**src/rtl/ea_ext_pkg.sv**
```systemverilog
package ea_ext_pkg;

    typedef enum logic [3:0] {
        K_DREG    = 4'd0,
        K_AREG    = 4'd1,
        K_IND     = 4'd2,
        K_POSTINC = 4'd3,
        K_PREDEC  = 4'd4,
        K_DISP    = 4'd5,
        K_INDEX   = 4'd6,
        K_ABS16   = 4'd7,
        K_ABS32   = 4'd8,
        K_PCDISP  = 4'd9,
        K_PCINDEX = 4'd10,
        K_IMM     = 4'd11,
        K_NONE    = 4'd15
    } ea_kind_e;

    typedef enum logic [1:0] {
        SZ_BYTE = 2'd0,
        SZ_WORD = 2'd1,
        SZ_LONG = 2'd2,
        SZ_NONE = 2'd3
    } op_size_e;

    // How the first extension word is folded into the value
    typedef enum logic [1:0] {
        FMT_SEXT  = 2'd0,
        FMT_ZEXT  = 2'd1,
        FMT_BRIEF = 2'd2,
        FMT_PAIR  = 2'd3
    } ext_fmt_e;

    typedef enum logic [1:0] {
        ST_IDLE   = 2'd0,
        ST_WORD_A = 2'd1,
        ST_WORD_B = 2'd2,
        ST_DONE   = 2'd3
    } dec_state_e;

endpackage

```
**src/rtl/ea_sign_ext.sv**
```systemverilog
module ea_sign_ext #(
    parameter int IN_W  = 16,
    parameter int OUT_W = 32
) (
    input  logic [IN_W-1:0]  in_i,
    output logic [OUT_W-1:0] out_o
);
    localparam int PAD_W = OUT_W - IN_W;

    generate
        if (PAD_W > 0) begin : g_pad
            assign out_o = {{PAD_W{in_i[IN_W-1]}}, in_i};
        end else begin : g_nopad
            assign out_o = in_i[OUT_W-1:0];
        end
    endgenerate
endmodule

```
**src/rtl/ea_mode_classify.sv**
```systemverilog
module ea_mode_classify
    import ea_ext_pkg::*;
(
    input  logic [2:0] mode_i,
    input  logic [2:0] reg_i,
    input  op_size_e   size_i,
    output ea_kind_e   kind_o,
    output logic [1:0] nwords_o,
    output ext_fmt_e   fmt_o,
    output logic       illegal_o
);
    always_comb begin
        kind_o    = K_NONE;
        nwords_o  = 2'd0;
        fmt_o     = FMT_SEXT;
        illegal_o = 1'b0;
        unique case (mode_i)
            3'd0: kind_o = K_DREG;
            3'd1: kind_o = K_AREG;
            3'd2: kind_o = K_IND;
            3'd3: kind_o = K_POSTINC;
            3'd4: kind_o = K_PREDEC;
            3'd5: begin
                kind_o   = K_DISP;
                nwords_o = 2'd1;
                fmt_o    = FMT_SEXT;
            end
            3'd6: begin
                kind_o   = K_INDEX;
                nwords_o = 2'd1;
                fmt_o    = FMT_BRIEF;
            end
            default: begin
                unique case (reg_i)
                    3'd0: begin
                        kind_o   = K_ABS16;
                        nwords_o = 2'd1;
                        fmt_o    = FMT_SEXT;
                    end
                    3'd1: begin
                        kind_o   = K_ABS32;
                        nwords_o = 2'd2;
                        fmt_o    = FMT_PAIR;
                    end
                    3'd2: begin
                        kind_o   = K_PCDISP;
                        nwords_o = 2'd1;
                        fmt_o    = FMT_SEXT;
                    end
                    3'd3: begin
                        kind_o   = K_PCINDEX;
                        nwords_o = 2'd1;
                        fmt_o    = FMT_BRIEF;
                    end
                    3'd4: begin
                        unique case (size_i)
                            SZ_LONG: begin
                                kind_o   = K_IMM;
                                nwords_o = 2'd2;
                                fmt_o    = FMT_PAIR;
                            end
                            SZ_NONE: begin
                                illegal_o = 1'b1;
                            end
                            default: begin
                                kind_o   = K_IMM;
                                nwords_o = 2'd1;
                                fmt_o    = FMT_ZEXT;
                            end
                        endcase
                    end
                    default: illegal_o = 1'b1;
                endcase
            end
        endcase
    end
endmodule

```
**src/rtl/ea_brief_unpack.sv**
```systemverilog
module ea_brief_unpack #(
    parameter int VAL_W = 32
) (
    input  logic [4:0]       hdr_i,   // brief word bits 15:11
    input  logic [7:0]       disp_i,  // brief word bits 7:0
    output logic             idx_is_addr_o,
    output logic [2:0]       idx_reg_o,
    output logic             idx_long_o,
    output logic [VAL_W-1:0] disp_o
);
    assign idx_is_addr_o = hdr_i[4];
    assign idx_reg_o     = hdr_i[3:1];
    assign idx_long_o    = hdr_i[0];

    ea_sign_ext #(.IN_W(8), .OUT_W(VAL_W)) i_disp_ext (
        .in_i  (disp_i),
        .out_o (disp_o)
    );
endmodule

```
**src/rtl/ea_ext_decoder.sv**
```systemverilog
module ea_ext_decoder
    import ea_ext_pkg::*;
#(
    parameter int WORD_W = 16
) (
    input  logic                clk,
    input  logic                rst_n,
    input  logic                start_i,
    input  logic [2:0]          mode_i,
    input  logic [2:0]          reg_i,
    input  logic [1:0]          size_i,
    input  logic                ext_valid_i,
    input  logic [WORD_W-1:0]   ext_data_i,
    output logic                ext_ready_o,
    output logic                done_o,
    output logic                err_o,
    output logic [3:0]          kind_o,
    output logic [2:0]          base_reg_o,
    output logic [2*WORD_W-1:0] value_o,
    output logic                idx_is_addr_o,
    output logic [2:0]          idx_reg_o,
    output logic                idx_long_o
);
    localparam int VAL_W = 2 * WORD_W;

    dec_state_e state_q, state_d;

    ea_kind_e   cls_kind;
    logic [1:0] cls_nwords;
    ext_fmt_e   cls_fmt;
    logic       cls_illegal;

    ea_kind_e   kind_q;
    logic [2:0] base_q;
    logic [VAL_W-1:0] value_q;
    logic       err_q;
    logic       ia_q, il_q;
    logic [2:0] ir_q;
    ext_fmt_e   fmt_q;
    logic       two_q;

    logic [VAL_W-1:0] word_sext;
    logic [VAL_W-1:0] brief_disp;
    logic       brief_ia, brief_il;
    logic [2:0] brief_ir;

    logic accept_start, take_a, take_b;

    ea_mode_classify i_classify (
        .mode_i    (mode_i),
        .reg_i     (reg_i),
        .size_i    (op_size_e'(size_i)),
        .kind_o    (cls_kind),
        .nwords_o  (cls_nwords),
        .fmt_o     (cls_fmt),
        .illegal_o (cls_illegal)
    );

    ea_sign_ext #(.IN_W(WORD_W), .OUT_W(VAL_W)) i_word_ext (
        .in_i  (ext_data_i),
        .out_o (word_sext)
    );

    ea_brief_unpack #(.VAL_W(VAL_W)) i_brief (
        .hdr_i         (ext_data_i[15:11]),
        .disp_i        (ext_data_i[7:0]),
        .idx_is_addr_o (brief_ia),
        .idx_reg_o     (brief_ir),
        .idx_long_o    (brief_il),
        .disp_o        (brief_disp)
    );

    assign accept_start = (state_q == ST_IDLE) && start_i;
    assign take_a       = (state_q == ST_WORD_A) && ext_valid_i;
    assign take_b       = (state_q == ST_WORD_B) && ext_valid_i;

    // State register
    always_ff @(posedge clk or negedge rst_n) begin
        if (!rst_n) state_q <= ST_IDLE;
        else        state_q <= state_d;
    end

    // Next-state logic
    always_comb begin
        state_d = state_q;
        unique case (state_q)
            ST_IDLE: begin
                if (start_i) begin
                    if (cls_illegal || (cls_nwords == 2'd0)) state_d = ST_DONE;
                    else                                     state_d = ST_WORD_A;
                end
            end
            ST_WORD_A: begin
                if (ext_valid_i) state_d = two_q ? ST_WORD_B : ST_DONE;
            end
            ST_WORD_B: begin
                if (ext_valid_i) state_d = ST_DONE;
            end
            default: state_d = ST_IDLE;
        endcase
    end

    // Outputs decoded from state
    always_comb begin
        ext_ready_o = 1'b0;
        done_o      = 1'b0;
        unique case (state_q)
            ST_WORD_A, ST_WORD_B: ext_ready_o = 1'b1;
            ST_DONE:              done_o      = 1'b1;
            default: ;
        endcase
    end

    // Descriptor datapath
    always_ff @(posedge clk or negedge rst_n) begin
        if (!rst_n) begin
            kind_q  <= K_NONE;
            base_q  <= '0;
            value_q <= '0;
            err_q   <= 1'b0;
            ia_q    <= 1'b0;
            ir_q    <= '0;
            il_q    <= 1'b0;
            fmt_q   <= FMT_SEXT;
            two_q   <= 1'b0;
        end else if (accept_start) begin
            kind_q  <= cls_illegal ? K_NONE : cls_kind;
            base_q  <= (mode_i == 3'd7) ? 3'd0 : reg_i;
            value_q <= '0;
            err_q   <= cls_illegal;
            ia_q    <= 1'b0;
            ir_q    <= '0;
            il_q    <= 1'b0;
            fmt_q   <= cls_fmt;
            two_q   <= (cls_nwords == 2'd2);
        end else if (take_a) begin
            unique case (fmt_q)
                FMT_SEXT: value_q <= word_sext;
                FMT_ZEXT: value_q <= {{WORD_W{1'b0}}, ext_data_i};
                FMT_PAIR: value_q <= {ext_data_i, {WORD_W{1'b0}}};
                default: begin
                    value_q <= brief_disp;
                    ia_q    <= brief_ia;
                    ir_q    <= brief_ir;
                    il_q    <= brief_il;
                end
            endcase
        end else if (take_b) begin
            value_q[WORD_W-1:0] <= ext_data_i;
        end
    end

    assign err_o         = err_q;
    assign kind_o        = kind_q;
    assign base_reg_o    = base_q;
    assign value_o       = value_q;
    assign idx_is_addr_o = ia_q;
    assign idx_reg_o     = ir_q;
    assign idx_long_o    = il_q;

    // completion pulse lasts one cycle
    a_r9_done_single: assert property (@(posedge clk) disable iff (!rst_n)
        done_o |=> !done_o);

    // descriptor held while idle without a start
    a_r9_desc_hold: assert property (@(posedge clk) disable iff (!rst_n)
        (state_q == ST_IDLE && !start_i) |=> ($stable(value_o) && $stable(kind_o) && $stable(err_o)));

    // immediate without a size completes at once with an error
    a_r8_imm_nosize: assert property (@(posedge clk) disable iff (!rst_n)
        (state_q == ST_IDLE && start_i && mode_i == 3'd7 && reg_i == 3'd4 && size_i == 2'd3)
        |=> (done_o && err_o));

    // an erroring operation never passed through a fetch state
    a_r8_err_no_fetch: assert property (@(posedge clk) disable iff (!rst_n)
        (done_o && err_o) |-> $past(state_q == ST_IDLE));

    // a start while busy leaves the operand kind unchanged
    a_r10_busy_ignore: assert property (@(posedge clk) disable iff (!rst_n)
        (state_q != ST_IDLE && start_i) |=> $stable(kind_o));

    // without valid, nothing is taken and the wait continues
    a_r11_stall: assert property (@(posedge clk) disable iff (!rst_n)
        (ext_ready_o && !ext_valid_i) |=> ($stable(value_o) && ext_ready_o));

endmodule

```
**config.mk**
```make
export PLATFORM = sky130hd
export DESIGN_NAME = ea_ext_decoder
export DESIGN_NICKNAME = d
export VERILOG_FILES = /design/src/rtl/ea_ext_pkg.sv /design/src/rtl/ea_sign_ext.sv /design/src/rtl/ea_mode_classify.sv /design/src/rtl/ea_brief_unpack.sv /design/src/rtl/ea_ext_decoder.sv
export SDC_FILE = /design/constraint.sdc
export NUM_CORES = 1
export LEC_CHECK = 0
export CAP_MARGIN = 5
export CORE_AREA = 2 2 72 91
export CTS_CLUSTER_SIZE = 30
export DETAILED_ROUTE_END_ITERATION = 8
export DIE_AREA = 0 0 74 93
export GPL_TIMING_DRIVEN = 0
export PLACE_DENSITY = 0.79
export SETUP_SLACK_MARGIN = 0.02
export SLEW_MARGIN = 20
export SYNTH_ARGS = -nofsm -noshare
export SYNTH_HDL_FRONTEND = slang
export SYNTH_SLANG_ARGS = --single-unit
export TNS_END_PERCENT = 20
```
**constraint.sdc**
```tcl
create_clock -name clk -period 1.7 [get_ports clk]
set_clock_uncertainty 0.2 [all_clocks]
set_input_delay 0.34 -clock clk [delete_from_list [all_inputs] [get_ports clk]]
set_output_delay 0.34 -clock clk [all_outputs]
set_load 0.01 [all_outputs]
```
# Word level (Yosys, flattened, before mapping)

Cells that the tools add are included.

Mux-type cells: 36
Equal/unequal tests: 23
Reductions and logical operators: 21

Operators by type and width:

| kind                                                            | number |
|---|---|
| 32-bit one-hot mux with 3 select lines                          | 1 |
| 16-bit 2-to-1 mux                                               | 3 |
| 32-bit 2-to-1 mux                                               | 1 |
| 4-bit one-hot mux with 7 select lines                           | 1 |
| 4-bit one-hot mux with 5 select lines                           | 1 |
| 2-bit one-hot mux with 3 select lines                           | 3 |
| 2-bit one-hot mux with 2 select lines                           | 4 |
| 3-bit == test, second input constant                            | 5 |
| 3-bit 2-to-1 mux                                                | 5 |
| 2-bit == test, second input constant                            | 6 |
| 3-bit by 2-bit == test with 1-bit output, second input constant | 4 |
| 1-bit 2-to-1 mux                                                | 11 |
| 2-bit 2-to-1 mux                                                | 4 |
| 7-bit OR reduction                                              | 1 |
| 3-bit by 1-bit == test with 1-bit output, second input constant | 2 |
| 2-bit logical NOT                                               | 3 |
| 3-bit logical NOT                                               | 2 |
| 2-bit != test, second input constant                            | 3 |
| 3-bit OR reduction                                              | 2 |
| 6-bit OR reduction                                              | 1 |
| 5-bit OR reduction                                              | 1 |
| 2-bit by 1-bit == test with 1-bit output, second input constant | 2 |
| 4-bit 2-to-1 mux                                                | 1 |
| 2-bit OR reduction                                              | 2 |
| other kinds (9)                                                 | 11 |

Input bits: 28
Flip-flop bits (word level): 50
Word-level logic and storage cells: 91
Output and inout bits: 47

# Longest topological paths before layout

Word-level depth: 9
Depth in mapped cells: 8
Mapped depth without buffers: 6

# Hierarchy

A second synthesis with hierarchy kept.

Cells, all modules: 398
Area total of the unflattened synthesis: 3,508.4 µm²

By module, submodules not included:

| module           | area each (µm²) | cells each | instances |
|---|---|---|---|
| ea_ext_decoder   | 2,798.9         | 297        | 1 |
| ea_sign_ext      | 240.2           | 32         | 2 |
| ea_mode_classify | 191.4           | 32         | 1 |
| ea_brief_unpack  | 37.5            | 5          | 1 |

# Least setup slack after synthesis

No wires, ideal clock.

Kind: flip-flop to flip-flop
Start point: reg state_q[0]
End point: reg value_q[6], in the netlist value_o[6]
Clock period less this slack: 1,703 ps
Cell stages (with the launch flop): 7
Setup slack: -3 ps
Arrival time: 1,437 ps
Path through: dfrtp_1 -> inv_1 -> ha_1 -> and2_2 -> nor2_2 -> buf_4 -> a22o_1

Word-level cells in the longest chain between the ends: 4
Elaborated cells on any way between the ends: 9

Ends and longest elaborated chain:

| item                                     | line                  | RTL |
|---|---|---|
| from (decl)                              | ea_ext_decoder.sv:26  | `dec_state_e state_q, state_d;` |
| from (signal assigned)                   | ea_ext_decoder.sv:80  | `else state_q <= state_d;` |
| 2-bit by 1-bit == test with 1-bit output | ea_ext_decoder.sv:74  | `assign take_a = (state_q == ST_WORD_A) && ext_valid_i;` |
| 1-bit logical AND                        | ea_ext_decoder.sv:74  |  |
| 16-bit 2-to-1 mux                        | ea_ext_decoder.sv:136 | `end else if (take_a) begin` |
| 32-bit 2-to-1 mux                        | ea_ext_decoder.sv:126 | `end else if (accept_start) begin` |
| to (signal assigned)                     | ea_ext_decoder.sv:138 | `FMT_SEXT: value_q <= word_sext;` |
| to (signal assigned)                     | ea_ext_decoder.sv:139 | `FMT_ZEXT: value_q <= {{WORD_W{1'b0}}, ext_data_i};` |
| to (signal assigned)                     | ea_ext_decoder.sv:140 | `FMT_PAIR: value_q <= {ext_data_i, {WORD_W{1'b0}}};` |
| to (decl)                                | ea_ext_decoder.sv:35  | `logic [VAL_W-1:0] value_q;` |

Several ways; a longest one is shown, not always the timed one.
A chain may end at the register's enable or synchronous reset.

# Worst setup path in the final report

Start point: reg state_q[0]
End point: reg value_q[27], in the netlist value_o[27]

Word-level cells in the longest chain between the ends: 3
Elaborated cells on any way between the ends: 6

Ends and longest elaborated chain:

| item                                                                                 | line |
|---|---|
| 2-bit by 1-bit == test with 1-bit output / 2-bit logical NOT (equally long branches) | ea_ext_decoder.sv:74, ea_ext_decoder.sv:73 |
| 1-bit logical AND (on tied branches)                                                 | ea_ext_decoder.sv:74, ea_ext_decoder.sv:73 |
| 2-bit nonzero test (no line) / 32-bit 2-to-1 mux (equally long branches)             | -- |

Several ways; a longest one is shown, not always the timed one.

==> results.sh <==
export IMPL_gp_congestion=0.766
export IMPL_final_common_cell="dfrtp_1"
export IMPL_p_per_area_nw_per_um2=1510
export IMPL_synth_xor_area_share_pct=0.372
export IMPL_insertion_delay_ns=0.30
export IMPL_synth_async_reset_ratio_pct=100
export IMPL_synth_top_cells_by_area="dfrtp_1 49%, nand2_1 5.9%, a21oi_1 5.1%, dfstp_2 4.5%, o21ai_1 3.8%"
export IMPL_drt_total_wl_mm=5.93
export IMPL_synth_top_area_share_pct=48.9
export IMPL_path_max_fanout=7
export IMPL_fmax_mhz=575
export IMPL_fp_row_count=32
export IMPL_tightest_slew_ns=0.432
export IMPL_wire_per_inst_um=14.5
export IMPL_die_area_sq_um=6880
export IMPL_clkSinkCount=50
export IMPL_setup_viol=14
export IMPL_cts_tree="built"
export IMPL_yosys_area_share_simple_pct=14.6
export IMPL_wl_met2_mm=3.15
export IMPL_multi_input_area_sq_um=1120
export IMPL_rsz0062_at_grt="true"
export IMPL_synth_cell_types=47
export IMPL_routedLengthMet1_mm=2.41
export IMPL_layout_common_cells="46 x dfrtp_1, 43 x dlygate4sd2_1, 29 x nand2_1"
export IMPL_cts_buffer_depth=2
export IMPL_pwr_share_comb_pct=51.1
export IMPL_netlist_area_sq_um=2350
export IMPL_finalMaxSlewViolations=0
export IMPL_n_antenna_cell=0
export IMPL_slew_headroom_pct=71.2
export IMPL_synth_compound_area_share_pct=22.1
export IMPL_critical_path_buf_inv_count=2
export IMPL_overflow=0
export IMPL_period_minus_slack_ns=1.74
export IMPL_ioPinCount=75
export IMPL_synth_mux_area_share_pct=3.03
export IMPL_nets=354
export IMPL_drt_initial_drc_count=133
export IMPL_p_int_mw=3.22
export IMPL_power_frac_seq_pct=35.8
export IMPL_leakagePower_nw=1.71
export IMPL_grt_pass1_vias=2043
export IMPL_syn_to_final_growth_pct=47.1
export IMPL_synth_flop_cell="dfrtp_1"
export IMPL_slowest_delay_ns=0.42
export IMPL_critPathCaptureType="flop"
export IMPL_ys_ff_latch=50
export IMPL_cts_inserted_buffers=5
export IMPL_die_x_um=74
export IMPL_topRoutingLayerUsed="met4"
export IMPL_cp_arrival_ns=1.77
export IMPL_hold_slack_ns=0.166
export IMPL_synth_adder_area_share_pct=2.55
export IMPL_dpl_cell_count=391
export IMPL_syn_avg_cell_area_sq_um=10.1
export IMPL_period_share_pct=102
export IMPL_yosysWarnings=0
export IMPL_clkTransAtPathRegs_ns=0.09
export IMPL_cts_root_buf="clkbuf_8"
export IMPL_io_buffers=73
export IMPL_timing_final_hold_violations=0
export IMPL_worstSetupStartpointType="flop"
export IMPL_drive_gt1_share_pct=20.7
export IMPL_ant_nets=0
export IMPL_ys_seq_area_share_pct=53.3
export IMPL_core_region_area_sq_um=6050
export IMPL_antenna_found_initial=0
export IMPL_crit_chain="buf_6, ha_4, and2_4, nor2_4, buf_6, nand2_2, o21ai_1"
export IMPL_viasPerCell=5.12
export IMPL_synth_edf_count=0
export IMPL_hp_class="in -> reg"
export IMPL_power_frac_clock_pct=13.1
export IMPL_synthCells=232
export IMPL_synth_nets=264
export IMPL_path_common_cell="buf_6"
export IMPL_regArea_sq_um=1260
export IMPL_grt_first_pass_wirelength_mm=9.58
export IMPL_p_sw_mw=2.01
export IMPL_met3_length_um=286
export IMPL_setup_slack_ns=-0.0381
export IMPL_grt_start_max_net_pins=35
export IMPL_vias=2088
export IMPL_layout_cells_non_filler=408
export IMPL_drt_first_pass_iters=4
export IMPL_die_h_um=93
export IMPL_ir_drop_mv=0.517
export IMPL_slowest_stage="dfrtp_1"
export IMPL_path_class="reg -> reg"
export IMPL_nFillCells=550
export IMPL_crit_family="simple AND/OR/NAND/NOR gates"
export IMPL_yosysTopAreaCell="dfrtp_1"
export IMPL_p_sw_share_pct=38.4
export IMPL_synth_top_family_by_area="compound AO/OA/AOI/OAI gates"
export IMPL_maxCapViolCount=0
export IMPL_crit_required_ns=1.74
export IMPL_outcome="finished, violations left"
export IMPL_violations="negative setup slack"
export IMPL_start_util_pct=38.9
export IMPL_grt_total_usage_pct=17.6
export IMPL_dpl_hpwl_mm=4.34
export IMPL_htree_levels=2
export IMPL_drc_errors=0
[flip-flops by register name, indices dropped and copies added, names as in the netlist]
signal,flops
fmt_q,2
base_reg_o,3
state_q,2
err_o,1
idx_long_o,1
idx_is_addr_o,1
kind_o,4
idx_reg_o,3
two_q,1
value_o,32
[per-stage QoR]
step / setup WS, ns / util, % / cell area, sq um / power (mW) / setup TNS (ns)
after global placement: -1.27 / 52.9 / 3200 / 4.34 / -71.77
after global routing: -0.105 / 57.3 / 3460 / 5.59 / -1.82
after floorplan: 0.0235 / - / 2360 / 3.21 / 0
final: -0.0381 / 57.3 / 3460 / 5.24 / -0.329
after detailed placement: -0.416 / 53.1 / 3210 / 4.41 / -12.08
after CTS: -0.0450 / 56.3 / 3400 / 5.08 / -0.370
[cells by family after synthesis]
family / count (synthesis)
flops: 50
xor+xnor: 1
compound gates: 82
simple gates: 69
fa+ha+maj: 5
buf+inv: 18
mux: 7
[area by class of cell]
class,count,area share [%]
sequential,50,36.3
clock buffer,6,2.09
timing repair buffer,84,22.9
tap,85,3.07
buffer,10,2.31
multi-input combinational,164,32.2
inverter,7,0.758
clock inverter,2,0.397
[synthesized netlist by cell type, types with 2 or more instances]
master    count
nand2_1      37
nand3_1       6
nand2b_1      2
nor2_1        9
a22o_1        9
a21o_1        2
dfrtp_1      46
a211oi_1      3
a21oi_1      24
o21ai_1      18
o21ai_0      15
nand4b_1      3
inv_1         6
nand2_2       2
dfstp_2       4
ha_1          4
buf_2         4
mux2i_1       6
buf_4         4
[worst reg2reg max path, delay by kind of cell (launching register included)]
| family | cells | cell delay (ns) |
|---|---|---|
| AO/OA/AOI/OAI | 1 | 0.07 |
| adder cells (fa/ha/maj) | 1 | 0.17 |
| buffers and inverters | 2 | 0.32 |
| flip-flops | 1 | 0.42 |
| AND/OR/NAND/NOR | 3 | 0.49 |
[power groups by stage]
| stage | logic, mW | clock network [mW] | registers (mW) |
|---|---|---|---|
| floorplan | 1.17 | 0 | 2.04 |
| global placement | 2.44 | 0 | 1.89 |
| detailed placement | 2.51 | 0 | 1.90 |
| CTS | 2.51 | 0.707 | 1.86 |
| global route | 2.92 | 0.750 | 1.92 |
| finish | 2.68 | 0.688 | 1.87 |
[routing by layer]
| layer | up-vias | global-route usage, % |
|---|---|---|
| li1 | 1001 | - |
| met1 | 1017 | 20.8 |
| met2 | 62 | 31.4 |
| met3 | 8 | 3.88 |
| met4 | 0 | 5.30 |
| met5 | - | 0 |
[repair_timing]
item | CTS | global route
endpoints found under the setup margin | 92 | 42
buffers inserted | 7 | 1
resized for setup | 76 | 23
pin swaps | 14 | 15
gates cloned | 0 | 1
hold buffers | 1 | 0
hold endpoints to repair | 16 | 0
[worst paths after layout]
kind	start	endpoint	slack, ns	cells after the start
max in group asynchronous	rst_n	kind_o[0]$_DFFE_PN1P_	0.41	3
worst min register to register	base_reg_o[2]$_DFFE_PN0P_	base_reg_o[2]$_DFFE_PN0P_	0.27	2
worst max register to register	state_q[0]$_DFFE_PN0P_	value_o[27]$_DFFE_PN0P_	-0.04	7
min in group asynchronous	rst_n	value_o[4]$_DFFE_PN0P_	0.30	2
worst min-delay path	reg_i[2]	base_reg_o[2]$_DFFE_PN0P_	0.17	3
worst max-delay path	state_q[0]$_DFFE_PN0P_	value_o[27]$_DFFE_PN0P_	-0.04	7
Note: power is estimated with default switching activity, not from simulation.
